[src/rtl/burst_pkg.sv]
package burst_pkg;
  typedef enum logic {
    ORDER_LINEAR = 1'b0,
    ORDER_XOR    = 1'b1
  } order_e;
endpackage

[src/rtl/burst_load_qual.sv]
module burst_load_qual (
  input  logic ctl_strobe_n,
  input  logic host_strobe_n,
  input  logic chip_en_n,
  output logic load
);
  // host strobe is honoured only with chip enable asserted
  always_comb load = ~ctl_strobe_n | (~host_strobe_n & ~chip_en_n);
endmodule

[src/rtl/burst_beat_ctr.sv]
module burst_beat_ctr #(
  parameter int BEAT_W = 2
) (
  input  logic              clk,
  input  logic              rst_n,
  input  logic              load,
  input  logic              adv,
  output logic [BEAT_W-1:0] cnt
);
  always_ff @(posedge clk or negedge rst_n) begin
    if (!rst_n)    cnt <= '0;
    else if (load) cnt <= '0;
    else if (adv)  cnt <= cnt + 1'b1;
  end

  assert_step_wrap_R4: assert property (@(posedge clk) disable iff (!rst_n)
    (!load && adv) |=> (cnt == BEAT_W'($past(cnt) + 1'b1)));

  assert_load_zero_R9: assert property (@(posedge clk) disable iff (!rst_n)
    load |=> (cnt == '0));
endmodule

[src/rtl/burst_order.sv]
module burst_order
  import burst_pkg::*;
#(
  parameter int BEAT_W = 2
) (
  input  logic              order_sel,
  input  logic [BEAT_W-1:0] start,
  input  logic [BEAT_W-1:0] cnt,
  output logic [BEAT_W-1:0] low_addr
);
  order_e mode;
  always_comb begin
    mode = order_e'(order_sel);
    case (mode)
      ORDER_XOR: low_addr = start ^ cnt;
      default:   low_addr = start + cnt;
    endcase
  end
endmodule

[src/rtl/burst_addr_gen.sv]
module burst_addr_gen #(
  parameter int ADDR_W    = 19,
  parameter int BURST_LEN = 4
) (
  input  logic                       clk,
  input  logic                       rst_n,
  input  logic [ADDR_W-1:0]          addr_in,
  input  logic                       ctl_strobe_n,
  input  logic                       host_strobe_n,
  input  logic                       chip_en_n,
  input  logic                       step_n,
  input  logic                       order_sel,
  output logic [ADDR_W-1:0]          addr_out,
  output logic [$clog2(BURST_LEN)-1:0] beat
);
  localparam int BEAT_W = $clog2(BURST_LEN);
  localparam int HI_W   = ADDR_W - BEAT_W;

  logic              load;
  logic [ADDR_W-1:0] base_q;
  logic [BEAT_W-1:0] cnt;
  logic [BEAT_W-1:0] low_addr;

  burst_load_qual u_qual (
    .ctl_strobe_n (ctl_strobe_n),
    .host_strobe_n(host_strobe_n),
    .chip_en_n    (chip_en_n),
    .load         (load)
  );

  always_ff @(posedge clk or negedge rst_n) begin
    if (!rst_n)    base_q <= '0;
    else if (load) base_q <= addr_in;
  end

  burst_beat_ctr #(.BEAT_W(BEAT_W)) u_ctr (
    .clk  (clk),
    .rst_n(rst_n),
    .load (load),
    .adv  (~step_n),
    .cnt  (cnt)
  );

  burst_order #(.BEAT_W(BEAT_W)) u_order (
    .order_sel(order_sel),
    .start    (base_q[BEAT_W-1:0]),
    .cnt      (cnt),
    .low_addr (low_addr)
  );

  assign addr_out = {base_q[ADDR_W-1:BEAT_W], low_addr};
  assign beat     = cnt;

  assert_load_capture_R1: assert property (@(posedge clk) disable iff (!rst_n)
    load |=> (addr_out == $past(addr_in)));

  assert_hold_R5: assert property (@(posedge clk) disable iff (!rst_n)
    (!load && step_n) |=> ($stable(addr_out) && $stable(beat)));

  assert_upper_fixed_R8: assert property (@(posedge clk) disable iff (!rst_n)
    !load |=> (addr_out[ADDR_W-1:BEAT_W] == $past(addr_out[ADDR_W-1:BEAT_W])));

  assert_gated_host_R3: assert property (@(posedge clk) disable iff (!rst_n)
    (ctl_strobe_n && chip_en_n && step_n) |=> $stable(addr_out));

  logic [HI_W-1:0] unused_hi;
  assign unused_hi = '0;
endmodule

[config.mk]
export PLATFORM = sky130hd
export DESIGN_NAME = burst_addr_gen
export DESIGN_NICKNAME = d
export VERILOG_FILES = /design/src/rtl/burst_pkg.sv /design/src/rtl/burst_load_qual.sv /design/src/rtl/burst_beat_ctr.sv /design/src/rtl/burst_order.sv /design/src/rtl/burst_addr_gen.sv
export SDC_FILE = /design/constraint.sdc
export NUM_CORES = 1
export LEC_CHECK = 0
export BUFFER_PORTS_ARGS = -buffer_cell sky130_fd_sc_hd__buf_2
export CAP_MARGIN = 15
export CORE_MARGIN = 3
export CORE_UTILIZATION = 31
export CTS_BUF_LIST = sky130_fd_sc_hd__clkbuf_4 sky130_fd_sc_hd__clkbuf_8
export DETAILED_ROUTE_END_ITERATION = 12
export HOLD_SLACK_MARGIN = 0.03
export PLACE_DENSITY_LB_ADDON = 0.08
export SLEW_MARGIN = 10
export SYNTH_ARGS = -nofsm -noshare
export SYNTH_HDL_FRONTEND = slang
export SYNTH_SLANG_ARGS = --single-unit
[constraint.sdc]
create_clock -name clk -period 1.6 [get_ports clk]
set_input_delay 0.16 -clock clk [delete_from_list [all_inputs] [get_ports clk]]
set_output_delay 0.16 -clock clk [all_outputs]
set_load 0.01 [all_outputs]
==> flow_metrics.py <==
metrics = {
    "global_routing": {
        "grt_antenna_before_repair": 0,
        "grt_pass1_wl_microns": 2504,
        "grtUsageTotal": 0.09001,
        "grt_pass1_vias": 594,
        "grt_max_degree": 22,
        "overflow": 0,
    },
    "yosys": {
        "synth_area_per_cell_sq_um": 13.98,
        "synth_commonest_cells": "dfrtp_1 (21), mux2_2 (18), buf_4 (17), nor2b_1 (3), xnor2_1 (3)",
        "seq_area_frac_synth": 0.5447,
        "synth_edf_count": 0,
        "syn_area_sq_um": 964.7,
        "synth.most_common_cell": "dfrtp_1",
        "yosysTopAreaCellShare": 0.5447,
        "yosysWarningCount": 0,
        "syn_nets": 96,
        "synthTopCellsByArea": "dfrtp_1 (54%), mux2_2 (21%), buf_4 (13%)",
        "yosysTopAreaCell": "dfrtp_1",
        "ys_types": 11,
        "ys_seq_elements": 21,
        "async_flop_share": 1.000,
        "synthFlopType": "dfrtp_1",
        "syn_inst": 69,
    },
    "clock_tree": {
        "clk_path_buf_depth": 2,
        "numClockSinks": 21,
        "htreeDepth": 1,
        "cts_tree": "built",
        "numCtsBuffers": 3,
        "postCtsSetupBuffers": 0,
        "cts-root-buf": "clkbuf_4",
        "cts_hold_buffers": 1,
        "clock_latency_ps": 290,
        "cts_resized": 0,
        "clk_pin_slew_ps": 110,
    },
    "place": {
        "portBuffers": 46,
        "dp_hpwl_microns": 1178,
        "place_area_sq_mm": 0.001091,
        "place_congestion": 0.6357,
    },
    "hold_path": {
        "hp-class": "in -> reg",
        "hp-start": "addr_in[12]",
    },
    "detailed_routing": {
        "drt_iter0_drc": 8,
        "wirelength_microns": 1519,
        "drtPass1Iterations": 2,
        "via_per_inst": 4.353,
        "drc": 0,
        "ant_nets": 0,
        "num_vias": 579,
        "wl_per_cell_microns": 11.42,
    },
    "pwr": {
        "total_leakage_power_nw": 0.5605,
        "peakVddDrop_mv": 0.4935,
        "p_per_area_mw_per_mm2": 950.0,
    },
    "sta": {
        "fmax_mhz": 684.0,
        "rsz0062_at_grt": "false",
        "tightest_slew_ps": 471.3,
        "clock_skew_ps": 0.1455,
        "max_slew_margin": 0.6858,
        "fin_tns_setup_ps": 0,
        "setup_viol": 0,
        "period_share": 0.9138,
        "finalHoldViolations": 0,
        "post-route-min-period_ps": 1462,
        "drv_slew": 0,
    },
    "critical_path": {
        "start_kind": "flop",
        "critPathLaunch": "u_ctr.cnt[0]",
        "cp_max_fo": 4,
        "crit_type": "reg -> out",
        "critPathRequiredTime_ps": 1440,
        "cp_data_arrival_time_ps": 1300,
        "end_kind": "output port",
        "r2r_start": "u_ctr.cnt[0]",
    },
    "run_status": {
        "status": "finished clean",
    },
    "cells_and_area": {
        "regArea_sq_um": 525.5,
        "fin_area_sq_mm": 0.001131,
        "final_net_count": 130,
        "multi_input_area_sq_um": 289.0,
        "antennaDiodeCount": 0,
        "area_delta_synth_final_pct": 17.25,
        "fin_util": 0.3965,
        "drive_gt1_frac": 0.6863,
        "fill_cells": 299,
    },
    "floorplan": {
        "initial_core_util": 0.3382,
        "io_pins": 47,
        "num_rows": 19,
        "die_area_sq_mm": 0.003817,
        "die_h_microns": 61.79,
        "coreArea_sq_mm": 0.002853,
        "fp.dieW_microns": 61.79,
    },
    "run": {
        "maxCapViolCount": 0,
    },
}
## cells in the final DEF, fill, tap and decap left out
master	n
buf_2	46
dfrtp_1	21
mux2_2	18
clkbuf_4	4
xnor2_1	3
nor2b_1	3
o21ai_2	1
nor2_1	1
nor3_1	1
mux2_1	1
ha_1	1
dlygate4sd3_1	1
buf_4	1
## critical path, cell delays in order, from the launching register on
cell and delay (ps):
dfrtp_1 420, ha_1 190, nor2b_1 130, xnor2_1 120, buf_2 150
## per-stage QoR
stage / power (mW) / worst slack, ps / hold WS [ps] / std cells
6_report: 1.075 / 138.0 / 71.33 / 133
5_1_grt: 1.147 / 8.792 / 69.18 / 133
2_1_floorplan: 0.7899 / 472.8 / -135.6 / 69
4_1_cts: 1.103 / 103.8 / 58.53 / 133
3_3_place_gp: 0.8281 / 434.9 / 152.6 / 128
3_5_place_dp: 0.8312 / 418.7 / 141.0 / 128
## area by class of cell
| class | count | area share |
|---|---|---|
| Sequential cell | 21 | 0.4646 |
| Multi-Input combinational cell | 29 | 0.2555 |
| Timing Repair Buffer | 48 | 0.2190 |
| Tap cell | 31 | 0.03429 |
| Clock buffer | 4 | 0.02655 |
## layer usage
layer	global-route usage	routed length [microns]
met4	0.02727	19
met3	0.04132	131
met1	0.1090	630
met2	0.1435	739
met5	0	0
## worst paths after layout
| path | cells after the start | end | slack [ps] |
|---|---|---|---|
| setup / recovery | 4 | addr_out[1] | 140 |
| hold / removal | 2 | base_q[12] | 70 |
| setup reg to reg | 3 | u_ctr.cnt[1] | 690 |
| hold reg to reg | 1 | base_q[12] | 490 |
| max in group asynchronous | 2 | base_q[18] | 930 |
| min in group asynchronous | 2 | base_q[1] | 340 |
## power by group
part / internal, mW / switching [mW] / total (mW)
Clock: 0.114 / 0.146 / 0.260
Combinational: 0.116 / 0.0936 / 0.209
Sequential: 0.581 / 0.0243 / 0.606
Total: 0.811 / 0.264 / 1.07
## cells by family (layout without fill, tap and decap cells)
logic type | count (synthesis) | in the layout | synth area share
flops | 21 | 21 | 0.5447
buf+inv | 19 | 52 | 0.1556
simple gates | 5 | 5 | 0.02853
fa+ha+maj | 1 | 1 | 0.01297
xor+xnor | 3 | 3 | 0.02724
mux | 19 | 19 | 0.2218
compound gates | 1 | 1 | 0.009081
## state kept, by name (all words and copies together), names as in the netlist
register   count
u_ctr.cnt      2
base_q        19
Power figures use the tool's default switching activity.
